**config.mk**
```make
export PLATFORM = sky130hd
export DESIGN_NAME = wconv_array
export DESIGN_NICKNAME = d
export VERILOG_FILES = /design/src/rtl/wconv_pkg.sv /design/src/rtl/wconv_cell.sv /design/src/rtl/wconv_sum.sv /design/src/rtl/wconv_array.sv
export SDC_FILE = /design/constraint.sdc
export NUM_CORES = 2
export LEC_CHECK = 0
export BUFFER_PORTS_ARGS = -buffer_cell sky130_fd_sc_hd__buf_2
export CAP_MARGIN = 20
export CORE_ASPECT_RATIO = 0.6
export CORE_MARGIN = 1.5
export CORE_UTILIZATION = 65
export DETAILED_ROUTE_END_ITERATION = 10
export HOLD_SLACK_MARGIN = 0.05
export PLACE_DENSITY = 0.91
export SYNTH_ARGS = -nofsm -noshare
export SYNTH_HDL_FRONTEND = slang
export SYNTH_SLANG_ARGS = --single-unit
```
**constraint.sdc**
```tcl
create_clock -name clk -period 15.4 [get_ports clk]
set_input_delay 1.54 -clock clk [delete_from_list [all_inputs] [get_ports clk]]
set_output_delay 1.54 -clock clk [all_outputs]
set_load 0.02 [all_outputs]
```
**src/rtl/wconv_pkg.sv**
```systemverilog
package wconv_pkg;

  // Bits needed for a signed sum of n terms, each up to (2^pw-1)*(2^mw-1).
  function automatic int sum_width(input int n, input int pw, input int mw);
    longint peak;
    int     bits;
    peak = longint'(n) * ((longint'(1) << pw) - 1) * ((longint'(1) << mw) - 1);
    bits = 0;
    while ((longint'(1) << bits) <= peak) bits++;
    return bits + 1;
  endfunction

  function automatic int peak_value(input int n, input int pw, input int mw);
    return n * ((1 << pw) - 1) * ((1 << mw) - 1);
  endfunction

endpackage

```
**src/rtl/wconv_cell.sv**
```systemverilog
module wconv_cell #(
  parameter int PIX_W = 8,
  parameter int MAG_W = 3,
  localparam int CW   = PIX_W + MAG_W + 1
) (
  input  logic                 clk,
  input  logic                 rst,
  input  logic                 load,
  input  logic                 sign_in,
  input  logic [MAG_W-1:0]     mag_in,
  input  logic [PIX_W-1:0]     pix,
  output logic signed [CW-1:0] contrib
);

  logic                      w_sign;
  logic [MAG_W-1:0]          w_mag;
  logic [PIX_W+MAG_W-1:0]    prod;

  always_ff @(posedge clk) begin
    if (rst) begin
      w_sign <= 1'b0;
      w_mag  <= '0;
    end else if (load) begin
      w_sign <= sign_in;
      w_mag  <= mag_in;
    end
  end

  always_comb begin
    prod    = (PIX_W+MAG_W)'(w_mag) * (PIX_W+MAG_W)'(pix);
    contrib = w_sign ? -$signed({1'b0, prod}) : $signed({1'b0, prod});
  end

  // a cell that is not addressed keeps its weight
  a_r3_keep_weight: assert property (@(posedge clk) disable iff (rst)
    !load |=> ($stable(w_sign) && $stable(w_mag)));

  // an addressed cell takes the offered weight
  a_r3_load_weight: assert property (@(posedge clk) disable iff (rst)
    load |=> (w_sign == $past(sign_in) && w_mag == $past(mag_in)));

endmodule

```
**src/rtl/wconv_sum.sv**
```systemverilog
module wconv_sum #(
  parameter int N  = 25,
  parameter int CW = 12,
  parameter int SW = 17
) (
  input  logic [N*CW-1:0]      terms,
  output logic signed [SW-1:0] total
);

  always_comb begin
    total = '0;
    for (int i = 0; i < N; i++) begin
      total = total + SW'($signed(terms[i*CW +: CW]));
    end
  end

endmodule

```
**src/rtl/wconv_array.sv**
```systemverilog
module wconv_array
  import wconv_pkg::*;
#(
  parameter int ROWS  = 5,
  parameter int COLS  = 5,
  parameter int PIX_W = 8,
  parameter int MAG_W = 3,
  localparam int NCELL = ROWS * COLS,
  localparam int CW    = PIX_W + MAG_W + 1,
  localparam int SUM_W = sum_width(NCELL, PIX_W, MAG_W),
  localparam int PEAK  = peak_value(NCELL, PIX_W, MAG_W)
) (
  input  logic                      clk,
  input  logic                      rst,
  input  logic                      pix_clear,
  input  logic                      wr_en,
  input  logic [ROWS-1:0]           row_sel,
  input  logic [COLS-1:0]           col_sel,
  input  logic                      wr_sign,
  input  logic [MAG_W-1:0]          wr_mag,
  input  logic [NCELL*PIX_W-1:0]    pix_flat,
  output logic signed [SUM_W-1:0]   sum_out
);

  logic [NCELL*CW-1:0]     terms;
  logic signed [SUM_W-1:0] total;

  for (genvar r = 0; r < ROWS; r++) begin : g_row
    for (genvar c = 0; c < COLS; c++) begin : g_col
      localparam int IDX = r * COLS + c;
      logic             hit;
      logic [PIX_W-1:0] pix_eff;
      logic signed [CW-1:0] contrib;

      assign hit     = wr_en & row_sel[r] & col_sel[c];
      assign pix_eff = pix_clear ? '0 : pix_flat[IDX*PIX_W +: PIX_W];

      wconv_cell #(.PIX_W(PIX_W), .MAG_W(MAG_W)) u_cell (
        .clk     (clk),
        .rst     (rst),
        .load    (hit),
        .sign_in (wr_sign),
        .mag_in  (wr_mag),
        .pix     (pix_eff),
        .contrib (contrib)
      );

      assign terms[IDX*CW +: CW] = contrib;
    end
  end

  wconv_sum #(.N(NCELL), .CW(CW), .SW(SUM_W)) u_sum (
    .terms (terms),
    .total (total)
  );

  always_ff @(posedge clk) begin
    if (rst) sum_out <= '0;
    else     sum_out <= total;
  end

  // the edge after reset leaves a zero sum
  a_r1_reset_zero: assert property (@(posedge clk)
    $past(rst) |-> (sum_out == '0));

  // a cleared frame gives a zero sum
  a_r7_clear_zero: assert property (@(posedge clk) disable iff (rst)
    $past(pix_clear) |-> (sum_out == '0));

  // the sum stays within the largest reachable magnitude
  a_r9_no_overflow: assert property (@(posedge clk) disable iff (rst)
    (sum_out <= SUM_W'(PEAK)) && (sum_out >= -SUM_W'(PEAK)));

endmodule

```
==> flow_summary.yaml <==
timing:
  setup_ws_ns: 4.16
  period_needed_ns: 11.24
  hold_violations: 0
  drv_slew: 0
  finalSetupTns_ns: 0
  finalCritPeriodShare_pct: 73.0
  fin_skew_ns: 0.00802
  fmax_ghz: 0.0890
  rsz0062_at_grt: "no"
  tightest_slew_ns: 1.05
  setup_violations: 0
  slew_headroom_pct: 30.2
global_routing:
  antenna_found_initial: 7
  grt_use_total_pct: 36.5
  grt_max_degree: 76
  first_global_vias: 29400
  grt-ovfl-total: 0
  grt_first_pass_wirelength_mm: 155
die:
  die_w_um: 297
  dieArea_sq_um: 53200
  num_io_pins: 235
  core_sq_um: 51100
  fp.dieH_um: 179
  start_util_pct: 65.9
  num_rows: 64
worst_setup_path:
  reg2reg_to: "sum_out[13]$_SDFF_PP0_"
  crit_type: "input pin to flop"
  critPathTopFamily: "adder cells"
  crit_top_cell: "fa_1"
  rr_startpoint: "g_row[4].g_col[0].u_cell.w_mag[0]$_SDFFE_PP0P_"
  crit_start: "pix_clear"
  arrival_ns: 11.55
  crit_path_start_kind: "input pin"
  worst-path-buf-inv: 6
  crit_required_ns: 15.71
  end_kind: "flop"
  path_max_fanout: 75
  critical_path.max_stage_delay_ns: 0.78
  reg2reg_depth: 30
  path_depth: 30
  r2r_slack_ns: 5.74
  crit_end: "sum_out[15]$_SDFF_PP0_"
  crit_slowest_cell: "buf_4"
cells_and_area:
  final_common_cell: "inv_1"
  mostFrequentLayoutCells: "597 x inv_1, 582 x nand2_1, 455 x fa_1"
  fin_area_sq_um: 35800
  areaGrowthSynthToFinish_pct: 6.43
  drive_above_1_share_pct: 7.13
  nets: 5307
  final_core_util_pct: 70.2
drt:
  drt_iter0_drc: 3492
  vias_per_cell: 6.10
  wl_per_cell_um: 19.1
  drc: 0
  antenna_left: 0
  dr.pass1.iters: 9
  vias: 30700
  routed_wl_mm: 96.3
cts:
  h-tree-depth: 4
  root_buffer: "clkbuf_16"
  clockBufferDepth: 2
  numCtsBuffers: 17
  path_clk_slew_ns: 0.07
  postCtsHoldBufs: 0
  worstSkewPairLatency_ns: 0.47
  cts_setup_buffers: 0
  cts_tree: "done"
  clock-sinks: 117
  cts_resized: 0
logic_synthesis:
  ys_seq_area_share_pct: 6.95
  syn_nets: 5166
  postSynthAreaPerCell_sq_um: 8.06
  synth_cell_types: 71
  async_flop_share_pct: 0
  ys.flop_type: "dfxtp_1"
  yosys_warnings: 0
  ys_seq_elements: 117
  synth-edff-count: 0
  synth_area_sq_um: 33700
  syn_inst: 4179
power_and_ir_drop:
  p_leak_nw: 19.7
  powerDensity_nw_per_um2: 56.7
  vdd_ir_drop_max_mv: 0.119
worst_hold_path:
  hp-class: "flop to flop"
placement:
  place_ws_ns: 3.90
  hpwlAfterDp_mm: 79.2
  portBuffers: 234
  gp_congestion: 1.04
  place_area_sq_um: 35300
run_status:
  status: "completed"
job:
  drv_cap: 0
[cell families (layout without fill, tap and decap cells)]
kind of cell / Yosys count / after routing / share of synthesized area [%]
and+or+nand+nor: 1488 / 1488 / 21.4
adders and majority gates: 769 / 769 / 38.7
buffers and inverters: 713 / 867 / 8.09
AOI/OAI and AO/OA: 651 / 651 / 13.0
xor gates and xnor gates: 340 / 340 / 8.84
DFF: 117 / 117 / 6.95
muxes: 101 / 101 / 3.00
other: 0 / 6 / 0
[final cells by class]
class	instances	area, sq um
clock buffers	17	425
diodes	6	15.0
clock inverters	15	146
multi-input cells	3349	28600
flip-flops and latches	117	2340
inverters	599	2250
repair buffers	236	1190
well taps	693	867
fillers	3911	15200
[synth_stat cells, drive strengths merged, types with 94 or more instances]
cell / instances / area share [%]
ha: 314 / 12
nor2b: 94 / 1.7
xor2: 107 / 2.8
mux2i: 101 / 3.0
and2: 174 / 3.2
o21ai: 173 / 2.6
a21o: 96 / 2.1
dfxtp: 117 / 7.0
nand2: 585 / 6.6
inv: 599 / 6.7
nor2: 269 / 3.0
clkbuf: 103 / 1.2
fa: 455 / 27
xnor2: 233 / 6.1
[how the worst min path moves through the flow]
| stage | startpoint | end | cells after the start |
|---|---|---|---|
| 3_5_place_dp | g_row[4].g_col[0].u_cell.w_mag[2]$_SDFFE_PP0P_ | g_row[4].g_col[0].u_cell.w_mag[2]$_SDFFE_PP0P_ | 2 |
| 3_3_place_gp | g_row[2].g_col[3].u_cell.w_mag[0]$_SDFFE_PP0P_ | g_row[2].g_col[3].u_cell.w_mag[0]$_SDFFE_PP0P_ | 2 |
| 5_1_grt | g_row[0].g_col[3].u_cell.w_mag[1]$_SDFFE_PP0P_ | g_row[0].g_col[3].u_cell.w_mag[1]$_SDFFE_PP0P_ | 2 |
| 4_1_cts | g_row[2].g_col[4].u_cell.w_mag[0]$_SDFFE_PP0P_ | g_row[2].g_col[4].u_cell.w_mag[0]$_SDFFE_PP0P_ | 2 |
| 2_1_floorplan | g_row[1].g_col[0].u_cell.w_mag[0]$_SDFFE_PP0P_ | g_row[1].g_col[0].u_cell.w_mag[0]$_SDFFE_PP0P_ | 2 |
| 6_report | g_row[4].g_col[0].u_cell.w_mag[2]$_SDFFE_PP0P_ | g_row[4].g_col[0].u_cell.w_mag[2]$_SDFFE_PP0P_ | 2 |
[worst reg2reg max path: cells and delay by family, from the launching register on]
| kind | cells | cell delay, ns |
|---|---|---|
| xor gates and xnor gates | 2 | 0.39 |
| adders and majority gates | 11 | 5.19 |
| DFF | 1 | 0.32 |
| AOI/OAI and AO/OA | 8 | 2.24 |
| and+or+nand+nor | 4 | 1.06 |
| buffers and inverters | 5 | 0.28 |
[per-layer routing]
layer / wire, um / up-vias / GRT usage (%)
met5: 26 / - / 0
met1: 40200 / 14600 / 50.9
met2: 40000 / 1850 / 54.8
met4: 3700 / 4 / 12.4
li1: - / 14000 / -
met3: 12400 / 270 / 10.2
[report_power, final]
group	switching [W]	internal (W)
combinational	0.000768	0.000490
sequential	0.0000257	0.000333
clock	0.000191	0.000226
[flip-flops by register name, indices dropped and copies added, names as in the netlist]
name                       flops
g_row.g_col.u_cell.w_sign     25
sum_out                       17
g_row.g_col.u_cell.w_mag      75
[metrics by stage]
| step | total power (W) | hold slack [ns] | cells |
|---|---|---|---|
| after floorplan | 0.00120 | 0.456 | 4179 |
| after global placement | 0.00154 | 0.466 | 4994 |
| after detailed placement | 0.00157 | 0.479 | 4994 |
| after CTS | 0.00199 | 0.495 | 5026 |
| after global routing | 0.00216 | 0.518 | 5028 |
| final | 0.00203 | 0.492 | 5032 |
Power figures use the tool's default switching activity.
